<file path="src/rtl/bp_pkg.sv">
package bp_pkg;
    localparam int MAX_CELLS = 3;
    localparam int OC_LEVELS = 3;

    typedef enum logic [2:0] {
        ST_PDN  = 3'd0,
        ST_NORM = 3'd1,
        ST_OVC  = 3'd2,
        ST_OVD  = 3'd3,
        ST_OC   = 3'd4
    } bp_state_e;

    typedef enum logic [1:0] {
        CTL_RUN  = 2'd0,
        CTL_TEST = 2'd1,
        CTL_INH  = 2'd2,
        CTL_OPEN = 2'd3
    } bp_ctl_e;

    typedef struct packed {
        logic any_ovc;
        logic all_crel;
        logic none_ovc;
        logic any_ovd;
        logic all_drel;
        logic any_zero;
    } cell_sum_t;

    function automatic logic is_inhibit(input logic [1:0] c);
        return c[1];
    endfunction
endpackage

</file>
<file path="src/rtl/bp_cell_reduce.sv">
module bp_cell_reduce
    import bp_pkg::*;
#(
    parameter int N_CELLS = 3
) (
    input  logic [MAX_CELLS-1:0] ovc_hi,
    input  logic [MAX_CELLS-1:0] ovc_rel,
    input  logic [MAX_CELLS-1:0] ovd_lo,
    input  logic [MAX_CELLS-1:0] ovd_rel,
    input  logic [MAX_CELLS-1:0] zero_lo,
    output cell_sum_t            sum
);
    logic [MAX_CELLS-1:0] hi_m, crel_m, lo_m, drel_m, zero_m;

    for (genvar i = 0; i < MAX_CELLS; i++) begin : g_cell
        if (i < N_CELLS) begin : g_used
            assign hi_m[i]   = ovc_hi[i];
            assign crel_m[i] = ovc_rel[i];
            assign lo_m[i]   = ovd_lo[i];
            assign drel_m[i] = ovd_rel[i];
            assign zero_m[i] = zero_lo[i];
        end else begin : g_unused
            assign hi_m[i]   = 1'b0;
            assign crel_m[i] = 1'b1;
            assign lo_m[i]   = 1'b0;
            assign drel_m[i] = 1'b1;
            assign zero_m[i] = 1'b0;
        end
    end

    always_comb begin
        sum.any_ovc  = |hi_m;
        sum.none_ovc = ~(|hi_m);
        sum.all_crel = &crel_m;
        sum.any_ovd  = |lo_m;
        sum.all_drel = &drel_m;
        sum.any_zero = |zero_m;
    end
endmodule

</file>
<file path="src/rtl/bp_fsm.sv">
module bp_fsm
    import bp_pkg::*;
(
    input  logic                 clk,
    input  logic                 rst,
    input  cell_sum_t            sum,
    input  logic [OC_LEVELS-1:0] oc,
    input  logic                 sense_low,
    input  logic                 sense_at_sup,
    input  logic [1:0]           ctl,
    input  logic                 tmo_ovc,
    input  logic                 tmo_ovd,
    input  logic [OC_LEVELS-1:0] tmo_oc,
    output bp_state_e            state
);
    bp_state_e state_q, state_d;
    logic [OC_LEVELS-1:0] oc_en;
    logic oc_trip, ovd_trip, ovc_trip, inh;

    assign inh      = is_inhibit(ctl);
    assign oc_en    = {{(OC_LEVELS-1){1'b1}}, (ctl != CTL_TEST)};
    assign oc_trip  = |(oc & tmo_oc & oc_en);
    assign ovd_trip = sum.any_ovd & tmo_ovd;
    assign ovc_trip = sum.any_ovc & tmo_ovc;

    always_comb begin
        state_d = state_q;
        if (!inh) begin
            unique case (state_q)
                ST_NORM: begin
                    if (oc_trip)       state_d = ST_OC;
                    else if (ovd_trip) state_d = ST_OVD;
                    else if (ovc_trip) state_d = ST_OVC;
                end
                ST_OVC: begin
                    if (oc_trip)       state_d = ST_OC;
                    else if (ovd_trip) state_d = ST_OVD;
                    else if (sum.all_crel || (sum.none_ovc && oc[0]))
                        state_d = ST_NORM;
                end
                ST_OVD: begin
                    if (sense_low) state_d = ST_PDN;
                    else if (sense_at_sup ? !sum.any_ovd : sum.all_drel)
                        state_d = ST_NORM;
                end
                ST_PDN: begin
                    if (!sense_low) state_d = ST_OVD;
                end
                ST_OC: begin
                    if (!oc[0]) state_d = ST_NORM;
                end
                default: state_d = ST_PDN;
            endcase
        end
    end

    always_ff @(posedge clk) begin
        if (rst) state_q <= ST_PDN;
        else     state_q <= state_d;
    end

    assign state = state_q;

    // overcharge entered from normal only after a qualified expiry
    a_r2_ovc_qualified: assert property (@(posedge clk) disable iff (rst)
        (state_q == ST_OVC && $past(state_q) == ST_NORM)
            |-> $past(tmo_ovc && sum.any_ovc));
    // power-down entered only from overdischarge
    a_r5_pdn_entry: assert property (@(posedge clk) disable iff (rst)
        (state_q == ST_PDN && $past(state_q) != ST_PDN)
            |-> $past(state_q) == ST_OVD);
    // without a charger, overdischarge releases only with all cells released
    a_r6_ovd_hyst: assert property (@(posedge clk) disable iff (rst)
        (state_q == ST_NORM && $past(state_q) == ST_OVD && !$past(sense_at_sup))
            |-> $past(sum.all_drel));
    // inhibit freezes the state
    a_r8_hold: assert property (@(posedge clk) disable iff (rst)
        inh |=> state_q == $past(state_q));
    // test mode suppresses level-1-only trips
    a_r9_no_lvl1: assert property (@(posedge clk) disable iff (rst)
        (state_q == ST_NORM && ctl == CTL_TEST && oc[2:1] == 2'b00)
            |=> state_q != ST_OC);
endmodule

</file>
<file path="src/rtl/bp_out_drive.sv">
module bp_out_drive
    import bp_pkg::*;
#(
    parameter bit ZERO_CHG_OK = 1'b0
) (
    input  logic      clk,
    input  logic      rst,
    input  bp_state_e state,
    input  logic [1:0] ctl,
    input  logic      any_zero,
    output logic      chg_rel,
    output logic      dsg_off,
    output logic      sense_pull,
    output logic      fast
);
    logic st_chg, st_dsg, st_pull, zero_blk, inh;

    assign inh = is_inhibit(ctl);

    always_comb begin
        st_chg  = 1'b0;
        st_dsg  = 1'b0;
        st_pull = 1'b0;
        unique case (state)
            ST_OVC:  st_chg = 1'b1;
            ST_OVD:  st_dsg = 1'b1;
            ST_PDN:  begin st_chg = 1'b1; st_dsg = 1'b1; end
            ST_OC:   begin st_chg = 1'b1; st_dsg = 1'b1; st_pull = 1'b1; end
            default: ;
        endcase
    end

    assign zero_blk   = !ZERO_CHG_OK && any_zero;
    assign chg_rel    = inh | st_chg | zero_blk;
    assign dsg_off    = inh | st_dsg;
    assign sense_pull = !inh && st_pull;
    assign fast       = (ctl == CTL_TEST);

    // pull-up only ever accompanies both FETs off
    a_r7_pull_both_off: assert property (@(posedge clk) disable iff (rst)
        sense_pull |-> (chg_rel && dsg_off));
    // in normal with no inhibit or zero-volt cell, both FETs enabled
    a_r1_norm_on: assert property (@(posedge clk) disable iff (rst)
        (state == ST_NORM && !ctl[1] && !any_zero) |-> (!chg_rel && !dsg_off));
endmodule

</file>
<file path="src/rtl/bat_guard.sv">
module bat_guard
    import bp_pkg::*;
#(
    parameter int N_CELLS     = 3,
    parameter bit ZERO_CHG_OK = 1'b0
) (
    input  logic       clk,
    input  logic       rst,
    input  logic [2:0] ovc_hi_i,
    input  logic [2:0] ovc_rel_i,
    input  logic [2:0] ovd_lo_i,
    input  logic [2:0] ovd_rel_i,
    input  logic [2:0] zero_lo_i,
    input  logic [2:0] oc_i,
    input  logic       sense_low_i,
    input  logic       sense_at_sup_i,
    input  logic [1:0] ctl_i,
    input  logic       tmo_ovc_i,
    input  logic       tmo_ovd_i,
    input  logic [2:0] tmo_oc_i,
    output logic       chg_rel_o,
    output logic       dsg_off_o,
    output logic       sense_pull_o,
    output logic       fast_o
);
    cell_sum_t sum;
    bp_state_e state;

    initial begin
        assert (N_CELLS == 2 || N_CELLS == 3)
            else $error("N_CELLS must be 2 or 3");
    end

    bp_cell_reduce #(.N_CELLS(N_CELLS)) u_reduce (
        .ovc_hi  (ovc_hi_i),
        .ovc_rel (ovc_rel_i),
        .ovd_lo  (ovd_lo_i),
        .ovd_rel (ovd_rel_i),
        .zero_lo (zero_lo_i),
        .sum     (sum)
    );

    bp_fsm u_fsm (
        .clk          (clk),
        .rst          (rst),
        .sum          (sum),
        .oc           (oc_i),
        .sense_low    (sense_low_i),
        .sense_at_sup (sense_at_sup_i),
        .ctl          (ctl_i),
        .tmo_ovc      (tmo_ovc_i),
        .tmo_ovd      (tmo_ovd_i),
        .tmo_oc       (tmo_oc_i),
        .state        (state)
    );

    bp_out_drive #(.ZERO_CHG_OK(ZERO_CHG_OK)) u_out (
        .clk        (clk),
        .rst        (rst),
        .state      (state),
        .ctl        (ctl_i),
        .any_zero   (sum.any_zero),
        .chg_rel    (chg_rel_o),
        .dsg_off    (dsg_off_o),
        .sense_pull (sense_pull_o),
        .fast       (fast_o)
    );
endmodule

</file>
<file path="config.mk">
export PLATFORM = sky130hd
export DESIGN_NAME = bat_guard
export DESIGN_NICKNAME = d
export VERILOG_FILES = /design/src/rtl/bp_pkg.sv /design/src/rtl/bp_cell_reduce.sv /design/src/rtl/bp_fsm.sv /design/src/rtl/bp_out_drive.sv /design/src/rtl/bat_guard.sv
export SDC_FILE = /design/constraint.sdc
export NUM_CORES = 1
export LEC_CHECK = 0
export ABC_AREA = 1
export ABC_CLOCK_PERIOD_IN_PS = 1550
export BUFFER_PORTS_ARGS = -buffer_cell sky130_fd_sc_hd__buf_4
export CAP_MARGIN = 20
export CORE_MARGIN = 2
export CORE_UTILIZATION = 30
export DETAILED_ROUTE_END_ITERATION = 10
export PLACE_DENSITY_LB_ADDON = 0.15
export RECOVER_POWER = 25
export SETUP_SLACK_MARGIN = 0.15
export SLEW_MARGIN = 25
export SYNTH_ARGS = -nofsm -noshare
export SYNTH_HDL_FRONTEND = slang
export SYNTH_SLANG_ARGS = --single-unit
</file>
<file path="constraint.sdc">
create_clock -name clk -period 1.55 [get_ports clk]
set_input_delay 0.465 -clock clk [delete_from_list [all_inputs] [get_ports clk]]
set_output_delay 0.465 -clock clk [all_outputs]
set_load 0.05 [all_outputs]
</file>
==> impl_metrics.tcl, run 1 <==
set metrics [dict create \
    status "finished with violations" \
    violations "setup timing" \
    antenna_found_initial 0 \
    yosysSeqAreaShare 0.1514 \
    portBuffers 32 \
    utilization 0.5907 \
    critPathCaptureType "primary output" \
    leakage_nw 0.4191 \
    peakVddDrop_mv 0.4452 \
    cp_data_arrival_time_ns 1.11 \
    final_area_um2 749.5 \
    max_freq_ghz 0.6342 \
    hold_viol 0 \
    die_w_um 40.36 \
    final_cell_mix "buf_4 (34), nand2_1 (23), nor2_1 (15), nand3_1 (12), inv_1 (10)" \
    layout_commonest_cell "buf_4" \
    synthMuxAreaShare 0 \
    synthCells 81 \
    synth_xor_xnor_area_share 0 \
    drt-pass1-iter-count 4 \
    synth_area_um2 396.6 \
    rows 13 \
    root_buffer "clkbuf_4" \
    placed_area_um2 665.6 \
    rsz0062_at_grt "yes" \
    stdcell_count 136 \
    fin_worst_skew_ns 0.0007171 \
    ios 33 \
    clk_pin_slew_ns 0.04 \
    cts_hold_buf 0 \
    tightest_slew_ns 0.2455 \
    nets 151 \
    timing.final.ws_setup_ns -0.02674 \
    relSlewSlack 0.8374 \
    dr.first_iter.drc_count 12 \
    start_util 0.3126 \
    dp.cells 128 \
    clkSinkCount 3 \
    grt_max_degree 7 \
    synth_simple_gate_area_frac 0.6498 \
    place_worst_setup_slack_ns 0.005467 \
    drc 0 \
    path_delay_family "buffers and inverters" \
    grt_use_total 0.1733 \
    ys_ff_latch 3 \
    power-per-cell-area_nw_per_um2 763.7 \
    grt_overflow 0 \
    drive_above_1_share 0.4545 \
    hold-worst-slack_ns 0.4926 \
    post-dp-hpwl_um 959 \
    grt_pass1_wl_mm 1.925 \
    htree_levels 1 \
    die_y_um 40.36 \
    grt_pass1_vias 545 \
    synth_area_per_cell_um2 4.897 \
    syn-num-nets 110 \
    min_path_type "in -> reg" \
    yosysWarnings 0 \
    diodes 0 \
    finalSetupViolations 1 \
    crit_top_cell "buf_4" \
    slowest_delay_ns 0.22 \
    synth_compound_area_frac 0.06625 \
    area_growth_pct 88.96 \
    core-area_um2 1269 \
    tritoncts "built" \
    crit_fanout 1 \
    fin_crit_sh 1.017 \
    detail_route.vias_per_cell 4.471 \
    synth_top_family_by_area "simple AND/OR/NAND/NOR gates" \
    synth.distinct_cells 14 \
    path_buf_inv 2 \
    reg2reg_slack_ns 0.24 \
    gp_congestion 0.7922 \
    ant_nets 0 \
    crit_path_top_delay_cell "buf_4" \
    clk_latency_ns 0.23 \
    wl_mm 1.235 \
    clockBufferDepth 2 \
    cp-start-kind "input pin" \
    synthAdderAreaFrac 0 \
    slew_violations 0 \
    wl_per_cell_um 9.081 \
    drv_cap 0 \
    largest_reg_flops 3 \
    cts_buffers 3 \
    required_ns 1.08 \
    num_vias 608 \
    path_cells "buf_4 > nor3_2 > o2111ai_1 > buf_4" \
    critical_path_class "in -> out" \
    period_minus_slack_ns 1.577 \
    die_area_um2 1629 \
]
final timing paths:
path	to	from	depth (start not counted)
hold reg to reg	u_fsm.state[0]$_SDFFE_PP0P_	u_fsm.state[0]$_SDFFE_PP0P_	2
hold / removal	u_fsm.state[2]$_SDFFE_PP0P_	rst	4
setup reg to reg	u_fsm.state[1]$_SDFFE_PP0P_	u_fsm.state[2]$_SDFFE_PP0P_	11
setup / recovery	chg_rel_o	zero_lo_i[1]	4
power breakdown:
part	switching [mW]	internal [mW]	total, mW	leakage (nW)
Clock	0.0382	0.0963	0.135	0.0150
Sequential	0.0258	0.0973	0.123	0.0268
Combinational	0.168	0.147	0.315	0.377
through the flow:
step	setup TNS (ns)	total power [mW]
global placement	0	0.3826
detailed placement	0	0.3851
floorplan	-0.3922	0.2882
CTS	0	0.5732
global route	-0.08698	0.6170
finish	-0.02674	0.5723
worst min-delay path, stage by stage:
cell     delay, ns
buf_4         0.08
inv_1         0.05
nand2_1       0.06
nor2_1        0.03
layout make-up:
| cell class | instances | area, um2 |
|---|---|---|
| clock buffers | 4 | 26.28 |
| flip-flops and latches | 3 | 71.32 |
| repair buffers | 36 | 271.5 |
| inverters | 14 | 57.56 |
| fillers | 128 | 519.2 |
| well taps | 15 | 18.77 |
| multi-input cells | 64 | 304.0 |
timing repair:
item,in CTS,in global routing
buffers inserted,4,0
setup endpoints to repair,4,7
pin swaps,3,0
resized for setup,12,2
per-layer routing:
layer	wire [um]	GRT usage
met5	0	0
met4	0	0.1083
met3	69	0.005556
met2	692	0.3373
met1	473	0.1759
synth_stat cells:
master / count / area share
nor2_2: 3 / 0.047
nand2_1: 25 / 0.24
nand3_1: 12 / 0.15
nor2_1: 15 / 0.14
nand4_1: 1 / 0.016
inv_2: 1 / 0.0095
o211ai_1: 1 / 0.019
o2111ai_1: 1 / 0.022
a21oi_1: 1 / 0.013
nor3_1: 2 / 0.025
o21ai_0: 1 / 0.013
inv_1: 13 / 0.12
dfxtp_1: 3 / 0.15
nand2_2: 2 / 0.032
kinds of logic after synthesis:
group	after synthesis
and+or+nand+nor	60
buffers and inverters	14
AOI/OAI and AO/OA	4
DFF	3
Power figures use the tool's default switching activity.
==> inputs of run 2 (changes only) <==
ABC_CLOCK_PERIOD_IN_PS = 1300   (was 1550)
clock period = 1.3 ns   (was 1.55 ns; I/O delays follow)
==> run 2 against run 1 <==
  * Via count up 6.4%
  * Clock skew is 0.0019 ns higher
  * Highest routed layer unchanged
  * Sequential share of layout area decreased by 1.8 points
  * Core utilization up 12 points
  * Largest cell class unchanged
  * Worst setup slack got worse by 0.15 ns
  * The flow still finishes with violations (setup timing)
  * Clock power up 18%
  * Global-route usage rose by 1.5 points
  * Routed wire length increased by 10%
  * Power up 37%
  * Largest power group unchanged
  * Combinational power grew 52%
==> impl_metrics.tcl, run 2 (synthesis results as in run 1) <==
set metrics [dict create \
    grt_use_total 0.1880 \
    drive_above_1_share 0.5669 \
    core-area_um2 1269 \
    clk_latency_ns 0.23 \
    violations "setup timing" \
    dr.first_iter.drc_count 11 \
    min_path_type "in -> reg" \
    clockBufferDepth 2 \
    period_minus_slack_ns 1.477 \
    power-per-cell-area_nw_per_um2 871.0 \
    required_ns 0.91 \
    slew_violations 0 \
    peakVddDrop_mv 0.6779 \
    root_buffer "clkbuf_4" \
    grt_max_degree 7 \
    largest_reg_flops 3 \
    crit_fanout 5 \
    htree_levels 1 \
    portBuffers 32 \
    drt-pass1-iter-count 4 \
    tritoncts "built" \
    ant_nets 0 \
    reg2reg_slack_ns -0.02 \
    final_area_um2 897.1 \
    pwr-share-seq 0.183 \
    clkPwrFrac 0.203 \
    worstReg2RegEnd "u_fsm.state[1]$_SDFFE_PP0P_" \
    hold_viol 0 \
    antenna_found_initial 0 \
    gp_congestion 0.8481 \
    drc 0 \
    timing.final.ws_setup_ns -0.1769 \
    intPower_uw 467.3 \
    clk_pin_slew_ns 0.04 \
    critPathCaptureType "primary output" \
    switching_share 0.4020 \
    dp.cells 132 \
    area_growth_pct 126.2 \
    num_vias 647 \
    cp_data_arrival_time_ns 1.09 \
    wl_per_cell_um 9.592 \
    cp-start-kind "flop" \
    start_util 0.3126 \
    placed_area_um2 706.9 \
    fin_crit_sh 1.136 \
    grt_overflow 0 \
    wl_mm 1.362 \
    nets 157 \
    rows 13 \
    status "finished with violations" \
    leakage_nw 0.4666 \
    max_freq_ghz 0.6771 \
    critPathLaunch "u_fsm.state[0]$_SDFFE_PP0P_" \
    grt_pass1_vias 550 \
    finalSetupTns_ns -0.5162 \
    tightest_slew_ns 0.2040 \
    detail_route.vias_per_cell 4.556 \
    min_to "u_fsm.state[0]$_SDFFE_PP0P_" \
    die_area_um2 1629 \
    finalSetupViolations 5 \
    cts_hold_buf 0 \
    die_w_um 40.36 \
    reg2reg_depth 10 \
    pwr-share-comb 0.614 \
    switching_power_uw 314.1 \
    rsz0062_at_grt "yes" \
    layout_commonest_cell "buf_4" \
    drv_cap 0 \
    hp-start "rst" \
    ios 33 \
    grt_pass1_wl_mm 2.090 \
    utilization 0.7071 \
    cts_buffers 3 \
    die_y_um 40.36 \
    total_power_uw 781.4 \
    holdPathStages 4 \
    r2r_start "u_fsm.state[0]$_SDFFE_PP0P_" \
    post-dp-hpwl_um 976 \
    stdcell_count 142 \
    diodes 0 \
    relSlewSlack 0.8635 \
    fin_worst_skew_ns 0.002606 \
    critical_path_class "reg -> out" \
    clkSinkCount 3 \
    final_cell_mix "buf_4 (34), nand2_1 (21), nor2_1 (12), inv_1 (10)" \
]
## run 2: cell count changes in the layout (fill, tap and decap cells not counted), moves of 2 or more
cell | before | now
nand3_2 | 0 | 5
nor2_1 | 15 | 12
buf_6 | 1 | 7
nand2_1 | 23 | 21
nor2_4 | 1 | 4
nand3_1 | 12 | 7
## run 2: stage by stage
stage | hold WS, ns | setup WS (ns)
finish | 0.4109 | -0.1769
floorplan | 0.5150 | -0.3568
global route | 0.4291 | -0.2217
CTS | 0.4041 | -0.1791
global placement | 0.5543 | -0.08226
detailed placement | 0.5601 | -0.08221
## run 2: worst max-delay path by stage
stage / to / slack, ns
2_1_floorplan: dsg_off_o / -0.36
3_3_place_gp: u_fsm.state[2]$_SDFFE_PP0P_ / -0.08
3_5_place_dp: u_fsm.state[2]$_SDFFE_PP0P_ / -0.08
4_1_cts: sense_pull_o / -0.18
5_1_grt: dsg_off_o / -0.22
6_report: chg_rel_o / -0.18
## run 2: metal layers
layer	vias to the layer above	wire length [um]	GRT usage
li1	344	-	-
met1	291	525	0.1954
met2	12	782	0.3849
met3	0	54	0.01667
met4	0	0	0.05000
met5	-	0	0
## run 2: power groups by stage
stage                     combinational [mW]  sequential, mW  clock, mW
final                                  0.480           0.143      0.159
after global routing                   0.524           0.145      0.187
after CTS                              0.436           0.144      0.164
after detailed placement               0.361           0.134          0
after global placement                 0.357           0.135          0
after floorplan                        0.214           0.133          0
## run 2: timing repair
| action | CTS | global route |
|---|---|---|
| gates resized for setup | 28 | 6 |
| endpoints found under the setup margin | 7 | 7 |
| pin swaps | 13 | 8 |
| setup buffers | 4 | 2 |
## run 2: cell type report
| class | instances | area (um2) |
|---|---|---|
| repair buffers | 42 | 349.1 |
| flip-flops and latches | 3 | 68.82 |
| fillers | 122 | 371.6 |
| clock buffers | 4 | 26.28 |
| multi-input cells | 64 | 367.9 |
| well taps | 15 | 18.77 |
| inverters | 14 | 66.31 |
## run 2: worst max-delay path, stage by stage (launching register included)
cell       delay [ns]
dfxtp_4          0.36
buf_4            0.14
o2111ai_2        0.17
buf_6            0.19
